**src/rtl/spi_ctl_pkg.sv**
```systemverilog
package spi_ctl_pkg;

    localparam int BYTE_W = 8;
    localparam int DIV_W  = 7;

    typedef struct packed {
        logic       en;
        logic       lsb_first;
        logic       master;
        logic       cpol;
        logic       cpha;
        logic       dbl;
        logic [1:0] rate;
    } spi_cfg_t;

    typedef enum logic [0:0] {
        S_IDLE = 1'b0,
        S_XFER = 1'b1
    } mstate_t;

    // Half SCK period minus one, in system clocks.
    // Base log2 of the half period per rate code: 1,3,5,6; the double bit subtracts one.
    function automatic logic [DIV_W-1:0] half_period_m1(input logic dbl, input logic [1:0] rate);
        logic [2:0]       ex;
        logic [DIV_W-1:0] half;
        ex   = (rate == 2'd3) ? 3'd6 : {rate, 1'b1};
        ex   = ex - {2'b00, dbl};
        half = DIV_W'(1) << ex;
        return half - DIV_W'(1);
    endfunction

endpackage

```
**src/rtl/spi_ctl_clkdiv.sv**
```systemverilog
module spi_ctl_clkdiv #(
    parameter int DIV_W = 7
) (
    input  logic             clk,
    input  logic             rst,
    input  logic             run,
    input  logic [DIV_W-1:0] half_m1,
    output logic             tick
);

    logic [DIV_W-1:0] cnt_q;
    logic             wrap;

    assign wrap = (cnt_q >= half_m1);
    assign tick = run && wrap;

    always_ff @(posedge clk) begin
        if (rst || !run) begin
            cnt_q <= '0;
        end else if (wrap) begin
            cnt_q <= '0;
        end else begin
            cnt_q <= cnt_q + DIV_W'(1);
        end
    end

    // Ticks are spaced by the half period; only the fastest code may tick back to back.
    assert_tick_gap_R4: assert property (@(posedge clk) disable iff (rst)
        (tick && (half_m1 != '0)) |=> (!tick || (half_m1 == '0)));

endmodule

```
**src/rtl/spi_ctl_sync.sv**
```systemverilog
module spi_ctl_sync #(
    parameter int STAGES = 2
) (
    input  logic clk,
    input  logic rst,
    input  logic sck_in,
    input  logic ss_n_in,
    input  logic sdi_in,
    output logic sdi_s,
    output logic ss_act,
    output logic sck_edge,
    output logic ss_start,
    output logic ss_end
);

    logic [STAGES-1:0] sck_pipe, ss_pipe, sdi_pipe;
    logic              sck_prev_q, ss_act_prev_q;
    logic              sck_s;

    always_ff @(posedge clk) begin
        if (rst) begin
            sck_pipe      <= '0;
            ss_pipe       <= '1;
            sdi_pipe      <= '0;
            sck_prev_q    <= 1'b0;
            ss_act_prev_q <= 1'b0;
        end else begin
            sck_pipe      <= {sck_pipe[STAGES-2:0], sck_in};
            ss_pipe       <= {ss_pipe[STAGES-2:0], ss_n_in};
            sdi_pipe      <= {sdi_pipe[STAGES-2:0], sdi_in};
            sck_prev_q    <= sck_s;
            ss_act_prev_q <= ss_act;
        end
    end

    assign sck_s    = sck_pipe[STAGES-1];
    assign sdi_s    = sdi_pipe[STAGES-1];
    assign ss_act   = !ss_pipe[STAGES-1];
    assign sck_edge = sck_s ^ sck_prev_q;
    assign ss_start = ss_act && !ss_act_prev_q;
    assign ss_end   = !ss_act && ss_act_prev_q;

endmodule

```
**src/rtl/spi_ctl_shifter.sv**
```systemverilog
module spi_ctl_shifter #(
    parameter int BYTE_W = 8,
    parameter int CNT_W  = $clog2(2 * BYTE_W)
) (
    input  logic              clk,
    input  logic              rst,
    input  logic              load,
    input  logic [BYTE_W-1:0] load_data,
    input  logic              clear,
    input  logic              edge_evt,
    input  logic              lsb_first,
    input  logic              cpha,
    input  logic              din,
    output logic              dout,
    output logic              last_edge,
    output logic [BYTE_W-1:0] rx_next,
    output logic [CNT_W-1:0]  cnt
);

    localparam int              EDGES = 2 * BYTE_W;
    localparam logic [CNT_W-1:0] LAST = CNT_W'(EDGES - 1);

    logic [BYTE_W-1:0] tx_q, rx_q, tx_shifted;
    logic [CNT_W-1:0]  cnt_q;
    logic              leading, sample_now, shift_now;

    assign leading    = !cnt_q[0];
    assign sample_now = edge_evt && (cpha ? !leading : leading);
    assign shift_now  = edge_evt && (cpha ? (leading && cnt_q != '0) : (!leading && cnt_q != LAST));
    assign last_edge  = edge_evt && (cnt_q == LAST);

    assign tx_shifted = lsb_first ? {1'b0, tx_q[BYTE_W-1:1]} : {tx_q[BYTE_W-2:0], 1'b0};
    assign rx_next    = !sample_now ? rx_q :
                        (lsb_first ? {din, rx_q[BYTE_W-1:1]} : {rx_q[BYTE_W-2:0], din});
    assign dout       = lsb_first ? tx_q[0] : tx_q[BYTE_W-1];
    assign cnt        = cnt_q;

    always_ff @(posedge clk) begin
        if (rst) begin
            tx_q  <= '0;
            rx_q  <= '0;
            cnt_q <= '0;
        end else if (load) begin
            tx_q  <= load_data;
            rx_q  <= '0;
            cnt_q <= '0;
        end else if (clear) begin
            cnt_q <= '0;
        end else if (edge_evt) begin
            cnt_q <= last_edge ? '0 : cnt_q + CNT_W'(1);
            rx_q  <= rx_next;
            if (shift_now) begin
                tx_q <= tx_shifted;
            end
        end
    end

endmodule

```
**src/rtl/spi_ctl_top.sv**
```systemverilog
module spi_ctl_top
    import spi_ctl_pkg::*;
(
    input  logic       clk,
    input  logic       rst,
    input  logic       cfg_we,
    input  logic [7:0] cfg_wdata,
    output logic [7:0] cfg_rdata,
    input  logic       tx_we,
    input  logic [7:0] tx_wdata,
    output logic [7:0] rx_rdata,
    output logic       xfer_done,
    output logic       sck_o,
    input  logic       sck_i,
    input  logic       ss_n_i,
    output logic       mosi_o,
    input  logic       mosi_i,
    output logic       miso_o,
    input  logic       miso_i
);

    localparam int CNT_W = $clog2(2 * BYTE_W);

    spi_cfg_t          cfg_q;
    mstate_t           state_q;
    logic              sck_q, done_q;
    logic [BYTE_W-1:0] rx_q, tx_hold_q, rx_next, load_data;
    logic [DIV_W-1:0]  half_m1;
    logic [CNT_W-1:0]  bit_cnt;
    logic              is_master, is_slave, start, tx_accept;
    logic              tick, m_edge, s_edge, edge_evt, din, dout, last_edge;
    logic              sdi_s, ss_act, sck_edge, ss_start, ss_end;
    logic              load, clear;

    assign is_master = cfg_q.en && cfg_q.master;
    assign is_slave  = cfg_q.en && !cfg_q.master;
    assign tx_accept = tx_we && (state_q == S_IDLE);
    assign start     = tx_accept && is_master;
    assign half_m1   = half_period_m1(cfg_q.dbl, cfg_q.rate);

    spi_ctl_clkdiv #(.DIV_W(DIV_W)) u_div (
        .clk     (clk),
        .rst     (rst),
        .run     (state_q == S_XFER),
        .half_m1 (half_m1),
        .tick    (tick)
    );

    spi_ctl_sync #(.STAGES(2)) u_sync (
        .clk      (clk),
        .rst      (rst),
        .sck_in   (sck_i),
        .ss_n_in  (ss_n_i),
        .sdi_in   (mosi_i),
        .sdi_s    (sdi_s),
        .ss_act   (ss_act),
        .sck_edge (sck_edge),
        .ss_start (ss_start),
        .ss_end   (ss_end)
    );

    assign m_edge    = (state_q == S_XFER) && tick;
    assign s_edge    = is_slave && ss_act && sck_edge;
    assign edge_evt  = is_master ? m_edge : s_edge;
    assign din       = is_master ? miso_i : sdi_s;
    assign load      = start || (is_slave && ss_start) || (tx_accept && is_slave && !ss_act);
    assign load_data = tx_accept ? tx_wdata : tx_hold_q;
    assign clear     = (is_slave && ss_end) || ((state_q == S_XFER) && !is_master);

    spi_ctl_shifter #(.BYTE_W(BYTE_W), .CNT_W(CNT_W)) u_shift (
        .clk       (clk),
        .rst       (rst),
        .load      (load),
        .load_data (load_data),
        .clear     (clear),
        .edge_evt  (edge_evt),
        .lsb_first (cfg_q.lsb_first),
        .cpha      (cfg_q.cpha),
        .din       (din),
        .dout      (dout),
        .last_edge (last_edge),
        .rx_next   (rx_next),
        .cnt       (bit_cnt)
    );

    always_ff @(posedge clk) begin
        if (rst) begin
            cfg_q     <= '0;
            state_q   <= S_IDLE;
            sck_q     <= 1'b0;
            done_q    <= 1'b0;
            rx_q      <= '0;
            tx_hold_q <= '0;
        end else begin
            if (cfg_we) begin
                cfg_q <= spi_cfg_t'(cfg_wdata);
            end
            if (tx_accept) begin
                tx_hold_q <= tx_wdata;
            end
            unique case (state_q)
                S_IDLE: begin
                    sck_q <= cfg_q.cpol;
                    if (start) begin
                        state_q <= S_XFER;
                    end
                end
                S_XFER: begin
                    if (!is_master) begin
                        state_q <= S_IDLE;
                        sck_q   <= cfg_q.cpol;
                    end else begin
                        if (m_edge) begin
                            sck_q <= !sck_q;
                        end
                        if (last_edge) begin
                            state_q <= S_IDLE;
                        end
                    end
                end
                default: state_q <= S_IDLE;
            endcase
            if (last_edge) begin
                done_q <= 1'b1;
                rx_q   <= rx_next;
            end else if (tx_accept) begin
                done_q <= 1'b0;
            end
        end
    end

    assign cfg_rdata = cfg_q;
    assign rx_rdata  = rx_q;
    assign xfer_done = done_q;
    assign sck_o     = sck_q;
    assign mosi_o    = dout;
    assign miso_o    = dout;

    // While idle, SCK settles to the configured polarity on the next clock.
    assert_sck_idle_R3: assert property (@(posedge clk) disable iff (rst)
        (state_q == S_IDLE) |=> (sck_q == $past(cfg_q.cpol)));

    // A disabled block leaves no master transfer running.
    assert_off_quiet_R2: assert property (@(posedge clk) disable iff (rst)
        !cfg_q.en |=> (state_q == S_IDLE));

    // In the master role, done only rises at the end of a running transfer.
    assert_done_end_R8: assert property (@(posedge clk) disable iff (rst)
        ($rose(done_q) && cfg_q.master) |-> ($past(state_q) == S_XFER));

    // Select released mid-byte drops the edge count.
    assert_abort_cnt_R10: assert property (@(posedge clk) disable iff (rst)
        (is_slave && ss_end) |=> (bit_cnt == '0));

    // A transmit write during a transfer leaves the held byte alone.
    assert_busy_ignore_R11: assert property (@(posedge clk) disable iff (rst)
        (tx_we && state_q == S_XFER) |=> $stable(tx_hold_q));

endmodule

```
**config.mk**
```make
export PLATFORM = sky130hd
export DESIGN_NAME = spi_ctl_top
export DESIGN_NICKNAME = d
export VERILOG_FILES = /design/src/rtl/spi_ctl_pkg.sv /design/src/rtl/spi_ctl_clkdiv.sv /design/src/rtl/spi_ctl_sync.sv /design/src/rtl/spi_ctl_shifter.sv /design/src/rtl/spi_ctl_top.sv
export SDC_FILE = /design/constraint.sdc
export NUM_CORES = 1
export LEC_CHECK = 0
export BUFFER_PORTS_ARGS = -buffer_cell sky130_fd_sc_hd__clkbuf_2
export CAP_MARGIN = 20
export CORE_MARGIN = 5
export CORE_UTILIZATION = 54
export DETAILED_ROUTE_END_ITERATION = 7
export PLACE_DENSITY_LB_ADDON = 0.15
export SKIP_CTS_REPAIR_TIMING = 1
export SLEW_MARGIN = 20
export SYNTH_ARGS = -nofsm -noshare
export SYNTH_HDL_FRONTEND = slang
export SYNTH_SLANG_ARGS = --single-unit
```
**constraint.sdc**
```tcl
create_clock -name clk -period 5.75 [get_ports clk]
set_clock_uncertainty 0.1 [all_clocks]
set_input_delay 1.15 -clock clk [delete_from_list [all_inputs] [get_ports clk]]
set_output_delay 1.15 -clock clk [all_outputs]
set_load 0.02 [all_outputs]
```
* Word level (Yosys, flattened, before mapping)
Cells that the tools add are included.
Storage, ports and cells: word-level logic and storage cells 99, input bits 24, output and inout bits 20, register bits after elaboration 62
Operators by class: add/sub/neg operators 4, bitwise logic cells 3, equality and inequality tests 5, shifts and indexed selects 1, mux-type cells 24, reductions and logical operators 40, magnitude comparators 1
Operator list (count):
- two-way mux 8 bit | 8
- logical AND 1 bit | 20
- two-way mux 1 bit | 12
- adder 7 x 1 -> 7 bit, second input constant | 1
- >= comparator 7 bit | 1
- zero test 1 bit | 7
- left shift 1 x 3 -> 7 bit, first input constant | 1
- subtractor 7 x 1 -> 7 bit, second input constant | 1
- nonzero test 2 bit | 3
- adder 4 x 1 -> 4 bit, second input constant | 1
- == test 4 bit, second input constant | 1
- logical OR 1 bit | 4
- two-way mux 4 bit | 1
- != test 4 bit, second input constant | 1
- one-hot mux 1 bit (2 select lines) | 2
- nonzero test 4 bit | 1
- OR reduction 2 bit | 2
- two-way mux 3 bit | 1
- != test 3 x 2 -> 1 bit, second input constant | 1
- AND reduction 3 bit | 1
- OR reduction 3 bit | 1
- subtractor 3 x 1 -> 3 bit | 1
- == test 2 bit, second input constant | 1
- != test 2 bit, second input constant | 1
- other kinds (3) | 4

* Depth between registers and ports, before layout
Gate-level depths: netlist of run 1.
word-level depth 14, depth in mapped cells 22, mapped depth without buffers 18

* By module
A second synthesis of run 1 with hierarchy kept.
Second synthesis, totals: cells, all modules 363, area total of the unflattened synthesis 3394.5 um2
By module, submodules not included:
- spi_ctl_top | cells each 143, instances 1, seq. area each 540.5 um2, area each 1412.6 um2
- spi_ctl_shifter | cells each 150, instances 1, seq. area each 400.4 um2, area each 1305.0 um2
- spi_ctl_clkdiv | cells each 50, instances 1, seq. area each 140.1 um2, area each 446.7 um2
- spi_ctl_sync | cells each 20, instances 1, seq. area each 160.2 um2, area each 230.2 um2

* Least setup slack after synthesis of run 1
No wires, ideal clock.
kind flip-flop to flip-flop, from register cfg_q, in the netlist cfg_rdata[1], to register u_shift.cnt_q[3] (netlist: u_shift.cnt[3]), required time 5.579 ns, path slack 1.568 ns, period minus slack after synthesis 4.182 ns, setup time 0.071 ns, path buffers 4, cell stages (with the launch flop) 22, arrival time 4.012 ns, cells stage by stage dfxtp_1 clkbuf_1 nand2_1 inv_1 ha_1 clkbuf_1 xor2_1 or3_1 ha_1 clkbuf_1 nand3b_1 a21oi_1 nor3_1 o21a_1 ha_1 a21oi_1 o21ai_0 nand2_2 and2_4 buf_6 or3_1 a21oi_1
On the way: word-level cells in the longest chain between the ends 11
Ends and longest elaborated chain:
- from (decl) | line spi_ctl_top.sv:24 | spi_cfg_t cfg_q;
- from (signal assigned) | line spi_ctl_top.sv:96 | cfg_q <= spi_cfg_t'(cfg_wdata);
- == test 2 bit | line spi_ctl_pkg.sv:26 | ex = (rate == 2'd3) ? 3'd6 : {rate, 1'b1};
- two-way mux 3 bit * | line spi_ctl_pkg.sv:26
- subtractor 3 x 1 -> 3 bit * | line spi_ctl_pkg.sv:27 | ex = ex - {2'b00, dbl};
- left shift 1 x 3 -> 7 bit * | line spi_ctl_pkg.sv:28 | half = DIV_W'(1) << ex;
- subtractor 7 x 1 -> 7 bit * | line spi_ctl_pkg.sv:29 | return half - DIV_W'(1);
- >= comparator 7 bit * | line spi_ctl_clkdiv.sv:14 | assign wrap = (cnt_q >= half_m1);
- logical AND 1 bit * | line spi_ctl_clkdiv.sv:15 | assign tick = run && wrap;
- logical AND 1 bit * | line spi_ctl_top.sv:62 | assign m_edge = (state_q == S_XFER) && tick;
- two-way mux 1 bit * | line spi_ctl_top.sv:64 | assign edge_evt = is_master ? m_edge : s_edge;
- logical AND 1 bit | line spi_ctl_shifter.sv:30 | assign last_edge = edge_evt && (cnt_q == LAST);
- two-way mux 4 bit | line spi_ctl_shifter.sv:50 | cnt_q <= last_edge ? '0 : cnt_q + CNT_W'(1);
- to (signal assigned) | line spi_ctl_shifter.sv:50
- to (decl) | line spi_ctl_shifter.sv:24 | logic [CNT_W-1:0] cnt_q;
Every way passes the cells marked *; elsewhere a longest branch is shown, timed or not. A chain may end at the register's enable or synchronous reset.

* Final worst setup path of run 1
from register cfg_q, in the netlist cfg_rdata[0], to register u_shift.rx_q[2]
On the way: word-level cells in the longest chain between the ends 11, elaborated cells on any way between the ends 12, classes of those cells add/sub (2); order compare (1); eq/ne (1); shift (1); mux (3); reduce/logical (4)
Ends and longest elaborated chain:
- == test 2 bit | line spi_ctl_pkg.sv:26
- two-way mux 3 bit * | line spi_ctl_pkg.sv:26
- subtractor 3 x 1 -> 3 bit * | line spi_ctl_pkg.sv:27
- left shift 1 x 3 -> 7 bit * | line spi_ctl_pkg.sv:28
- subtractor 7 x 1 -> 7 bit * | line spi_ctl_pkg.sv:29
- >= comparator 7 bit * | line spi_ctl_clkdiv.sv:14
- logical AND 1 bit * | line spi_ctl_clkdiv.sv:15
- logical AND 1 bit * | line spi_ctl_top.sv:62
- two-way mux 1 bit * | line spi_ctl_top.sv:64
- logical AND 1 bit | line spi_ctl_shifter.sv:28 | assign sample_now = edge_evt && (cpha ? !leading : leading);
- two-way mux 8 bit | line spi_ctl_shifter.sv:33 | assign rx_next = !sample_now ? rx_q :
- to (signal assigned) | line spi_ctl_shifter.sv:51 | rx_q <= rx_next;
- to (decl) | line spi_ctl_shifter.sv:23 | logic [BYTE_W-1:0] tx_q, rx_q, tx_shifted;
Marks and branches as above.

==> results of run 1 <==
[cell type report]
type | instances | area (µm²) | area share, %
clock buffer | 12 | 165 | 4.68
clock inverter | 1 | 30.0 | 0.850
inverter | 6 | 22.5 | 0.638
multi-input combinational | 256 | 1750 | 49.6
sequential | 62 | 1240 | 35.2
tap | 72 | 90.1 | 2.55
timing repair buffer | 45 | 230 | 6.52
[state kept, by name, indices dropped and copies added, names as in the netlist]
| signal | count |
|---|---|
| u_shift.rx_q | 8 |
| xfer_done | 1 |
| u_sync.sck_prev_q | 1 |
| u_sync.sdi_pipe | 2 |
| cfg_rdata | 8 |
| state_q | 1 |
| u_sync.ss_act_prev_q | 1 |
| rx_rdata | 8 |
| u_sync.sck_pipe | 2 |
| u_sync.ss_pipe | 2 |
| u_shift.tx_q | 8 |
| u_div.cnt_q | 7 |
| sck_o | 1 |
| tx_hold_q | 8 |
| u_shift.cnt | 4 |
[layer usage]
layer / track usage, % / share of wire (%) / vias to the layer above
met4: 6.47 / 1.5 / 0
met3: 5.86 / 5.4 / 11
met5: 0 / 0 / -
met2: 28.2 / 43 / 53
met1: 23.8 / 50 / 1088
li1: - / - / 1276
[power groups by stage]
stage	combinational, mW	clock, mW	sequential (mW)
final	0.0948	0.387	0.451
after detailed placement	0.0947	0	0.461
after global routing	0.107	0.414	0.453
after floorplan	0.0726	0	0.459
after CTS	0.0953	0.397	0.451
after global placement	0.0933	0	0.460
[final timing paths]
path | startpoint | endpoint | slack, ns | depth (start not counted)
worst min-delay path | u_sync.ss_pipe[0] | u_sync.ss_pipe[1] | 0.31 | 1
worst min register to register | u_sync.ss_pipe[0] | u_sync.ss_pipe[1] | 0.31 | 1
worst max-delay path | cfg_rdata[0] | u_shift.rx_q[2] | 1.41 | 17
worst max register to register | cfg_rdata[0] | u_shift.rx_q[2] | 1.41 | 17
[cells by family (layout without fill, tap and decap cells)]
group / count (synthesis) / after routing / synth area share (%)
AOI/OAI and AO/OA: 62 / 62 / 14.1
xor gates and xnor gates: 11 / 11 / 3.08
buffers and inverters: 27 / 64 / 4.40
adders and majority gates: 12 / 12 / 4.80
and+or+nand+nor: 127 / 127 / 19.9
muxes: 44 / 44 / 14.1
DFF: 62 / 62 / 39.6
[worst register-to-register path: cells and delay by family (launching register included)]
kind	cells	cell delay [ns]
compound gates	6	1.42
fa+ha+maj	3	0.91
xor+xnor	1	0.15
flops	1	0.58
simple gates	6	1.02
buf+inv	1	0.09
[cells in the mapped netlist, types with 3 or more instances]
library cell	number
a211oi_1	9
a21oi_1	21
and3_1	3
buf_1	3
buf_4	5
clkbuf_1	9
dfxtp_1	62
ha_1	12
inv_1	6
mux2i_1	43
nand2_1	27
nand2b_1	3
nand3_1	8
nand4_1	4
nor2_1	51
nor2b_1	11
o21ai_0	11
o221a_2	3
xnor2_1	7
xor2_1	4
==> run metrics, run 1 <==
combinational power share=10.2%; Leak=1.45 nW; global-route wire length before repair=10800 µm; Slew HR=39.7%; Worst Max-Slew Pin Slew=0.904 ns; clock-pin slew on the worst setup and hold paths=0.07 ns; clock buffers created by TritonCTS=9; top_reg_cell synth=dfxtp_1; Crit. End Element=flip-flop; Yosys warnings=0; post-synth top area share=39.6%; fillers=481; vias per cell=5.35; 1st-pass router iterations=4; Peak Freq=230 MHz; Site Rows=27; maxcap violations=0; sequential fraction of the synthesis area=39.6%; VDD IR-drop max=0.138 mV; asr flop ratio synth=0%; Cells after DPL=441; end-of-flow core utilization=63.3%; final hold vios=0; crit path cell chain=nand2_1 > inv_1 > ha_1 > xor2_1 > or3_1 > ha_1 > nand3b_1 > a21oi_1 > nor3_1 > o21a_1 > ha_1 > a21oi_1 > o21ai_0 > nand2_2 > a211oi_4 > nor2_1 > a211oi_1; post-synth cell types=53; count of pins over their slew limit=0; clk buf depth=2; Sw Ratio=23.9%; RSZ-0062 raised after global routing=no; Post-synth EDFFs=0; # diodes=0; most used cell, CP=ha_1; layout overhead on the synthesized area=12.8%; DP HPWL=4330 µm; Die Ht=86.1 µm; total number of vias=2428; later-pin clock latency in the skew report=0.34 ns; register bit total from synthesis=62; fin area=3530 µm²; Crit path buffers/inverters=1; initial core utilization=56.2%; post-route ant nets=0; Die X=86.1 µm; CTS HTree Levels=3; root buf cell=clkbuf_8; CP peak stage delay=0.59 ns; DRT iter0 DRCs=87; GP Congestion=0.817; WL per Instance=13.8 µm; ratio of cells with drive above 1 in the final layout=19.9%; vias in the first global route=2313; nature of the critical path startpoint=flip-flop; Total GRT Usage=18.3%; clock network power share=41.4%; slowest CP cell=a211oi_4; power per cell area=264 nW/µm²; Synth Instances=345; die area=7420 µm²; worst path required time=5.91 ns; final worst slack=1.41 ns; Mapped Area=3130 µm²; GRT overflow=0; leading area contributor after synthesis=dfxtp_1; CP arrival=4.50 ns; final wirelength=6260 µm; pin count of the biggest net entering global routing=44; final worst path period need=4.34 ns; quantity of I/O buffers inserted on ports=43; status=finished, final reports clean; Synthesized Nets=381; Top delay family on crit path=compound AO/OA/AOI/OAI gates; CTS tree=yes; Non-Filler Instances=454; crit share post-route=75.5%; largest cells by area after synthesis=dfxtp_1 40%, mux2i_1 14%, nor2_1 6.1%; worst-path maximum fanout=16; commonest non-fill, non-tap cell in the layout=dfxtp_1; sequential power share=48.4%; TritonCTS Sinks=62; Syn Area/Cell=9.07 µm²; setup_tns=0 ns; Placed Area=3340 µm²; core footprint=5570 µm²; Net Switching=0.222 mW; crit path kind=reg2reg; P_int=0.710 mW; total power=0.933 mW; most frequent cells in the layout=62 x dfxtp_1, 51 x nor2_1, 43 x mux2i_1, 43 x clkbuf_2, 27 x nand2_1; initial antenna violation count=0; Nets=416; final setup violation count=0; drt drc=0; Hold WC Path Type=reg2reg; dpl ws=1.50 ns; Hold Slack=0.306 ns; Top Ports=44
(Power assumes the default switching activity.)
==> inputs of run 2 (changes only) <==
==> constraint.sdc (replaced) <==
create_clock -name clk -period 4.05 [get_ports clk]
set_clock_uncertainty 0.1 [all_clocks]
set_input_delay 0.81 -clock clk [delete_from_list [all_inputs] [get_ports clk]]
set_output_delay 0.81 -clock clk [all_outputs]
set_load 0.02 [all_outputs]
==> run 2 against run 1 <==
  * Sequential share of layout area hardly changed
  * Register-to-register slack worse by 1.0 ns
  * Worst setup slack worse by 1.0 ns
  * Design area increased by 0.21%
  * Sequential cell count is the same
  * Combinational power rose by 48%
  * Count of clock-buffer cells in the layout decreased by 1
  * Critical endpoint is now u_shift.tx_q[6]
  * Highest routed layer unchanged
==> run metrics, run 2 (same netlist as run 1, synthesis figures left out) <==
quantity of I/O buffers inserted on ports=43; Hold WC Path Type=reg2reg; Placed Area=3370 µm²; Leak=1.46 nW; vias per cell=5.37; hold_sp=u_sync.ss_pipe[0]; vias in the first global route=2288; slowest CP cell=dfxtp_2; most frequent cells in the layout=61 x dfxtp_1, 51 x nor2_1, 43 x mux2i_1, 43 x clkbuf_2, 27 x nand2_1; pin count of the biggest net entering global routing=43; GP Congestion=0.822; Crit. End Element=flip-flop; final wirelength=6190 µm; R2R cell count=15; crit share post-route=90.8%; setup_tns=0 ns; CP startpoint=cfg_rdata[2]; clk buf depth=2; status=finished, final reports clean; final worst slack=0.374 ns; Nets=421; Top Ports=44; Die X=86.1 µm; crit path kind=reg2reg; Site Rows=27; worst path required time=4.16 ns; Slew HR=42.3%; VDD IR-drop max=0.259 mV; root buf cell=clkbuf_8; CP arrival=3.78 ns; final hold vios=0; end-of-flow core utilization=63.5%; RSZ-0062 raised after global routing=no; Hold Path Sink=u_sync.ss_pipe[1]; Critical R2R Capture=u_shift.tx_q[6]; TritonCTS Sinks=62; # diodes=0; ratio of cells with drive above 1 in the final layout=21.4%; CTS tree=yes; GRT overflow=0; CTS HTree Levels=3; Reg2Reg Setup Slack=0.37 ns; commonest non-fill, non-tap cell in the layout=dfxtp_1; worst-path maximum fanout=11; layout overhead on the synthesized area=13.0%; power per cell area=352 nW/µm²; drt drc=0; later-pin clock latency in the skew report=0.34 ns; WL per Instance=13.5 µm; maxcap violations=0; Peak Freq=272 MHz; area of the multi-input gates=1750 µm²; post-route ant nets=0; core footprint=5570 µm²; global-route wire length before repair=10600 µm; DP HPWL=4440 µm; dpl ws=0.153 ns; fin area=3540 µm²; CP peak stage delay=0.42 ns; count of pins over their slew limit=0; 1st-pass router iterations=4; Total GRT Usage=18.2%; die area=7420 µm²; nature of the critical path startpoint=flip-flop; Worst Max-Slew Pin Slew=0.866 ns; final setup violation count=0; initial antenna violation count=0; clock-pin slew on the worst setup and hold paths=0.06 ns; Cells after DPL=446; initial core utilization=56.2%; clock buffers created by TritonCTS=9; Worst Hold Path Cells=1; Die Ht=86.1 µm; final worst path period need=3.68 ns; total number of vias=2463; DRT iter0 DRCs=145; crit path cell chain=ha_2 > xor2_1 > or3_1 > ha_1 > nor4bb_1 > nor3_1 > o21a_1 > ha_1 > nand2_1 > nor2_1 > a21oi_1 > buf_4 > o211ai_4 > mux2i_1 > nor2_1; register area=1240 µm²; worst reg2reg path startpoint=cfg_rdata[2]; Non-Filler Instances=459; fillers=492
[run 2: power breakdown]
| part | switching (mW) | total [mW] | internal [mW] |
|---|---|---|---|
| clock | 0.226 | 0.469 | 0.243 |
| sequential | 0.0109 | 0.637 | 0.626 |
| combinational | 0.0799 | 0.140 | 0.0604 |
[run 2: how the worst max path moves through the flow]
stage | to | slack [ns] | cells after the start
final | u_shift.tx_q[6] | 0.37 | 15
after global routing | rx_rdata[5] | 0.05 | 18
after CTS | u_shift.rx_q[4] | 0.15 | 16
after detailed placement | rx_rdata[1] | 0.15 | 16
after global placement | u_shift.tx_q[4] | 0.28 | 16
after floorplan | u_shift.cnt[3] | 0.07 | 21
[run 2: layout make-up]
class | instances | share of cell area, %
multi-input cells | 256 | 49.6
repair buffers | 50 | 7.57
inverters | 6 | 0.636
well taps | 72 | 2.55
flip-flops and latches | 62 | 35.1
clock inverters | 2 | 0.283
clock buffers | 11 | 4.28
[run 2: layer usage]
layer  wire length, µm  vias to the layer above  track usage (%)
li1                  -                     1289                -
met1              2950                     1109             24.5
met2              2770                       57             27.6
met3               392                        8             5.09
met4                86                        0             6.91
met5                 0                        -                0
[run 2: worst max-delay path, delay by kind of cell, from the launching register on]
family          cells  cell delay [ns]
buf+inv             1             0.17
xor+xnor            1             0.11
fa+ha+maj           3             0.89
compound gates      3             0.58
simple gates        6             1.03
flops               1             0.42
mux                 1             0.24
[run 2: per-stage QoR]
| stage | hold WS [ns] | total power [mW] |
|---|---|---|
| global placement | 0.295 | 0.790 |
| CTS | 0.317 | 1.26 |
| global route | 0.343 | 1.31 |
| finish | 0.311 | 1.25 |
| floorplan | 0.289 | 0.756 |
| detailed placement | 0.302 | 0.793 |
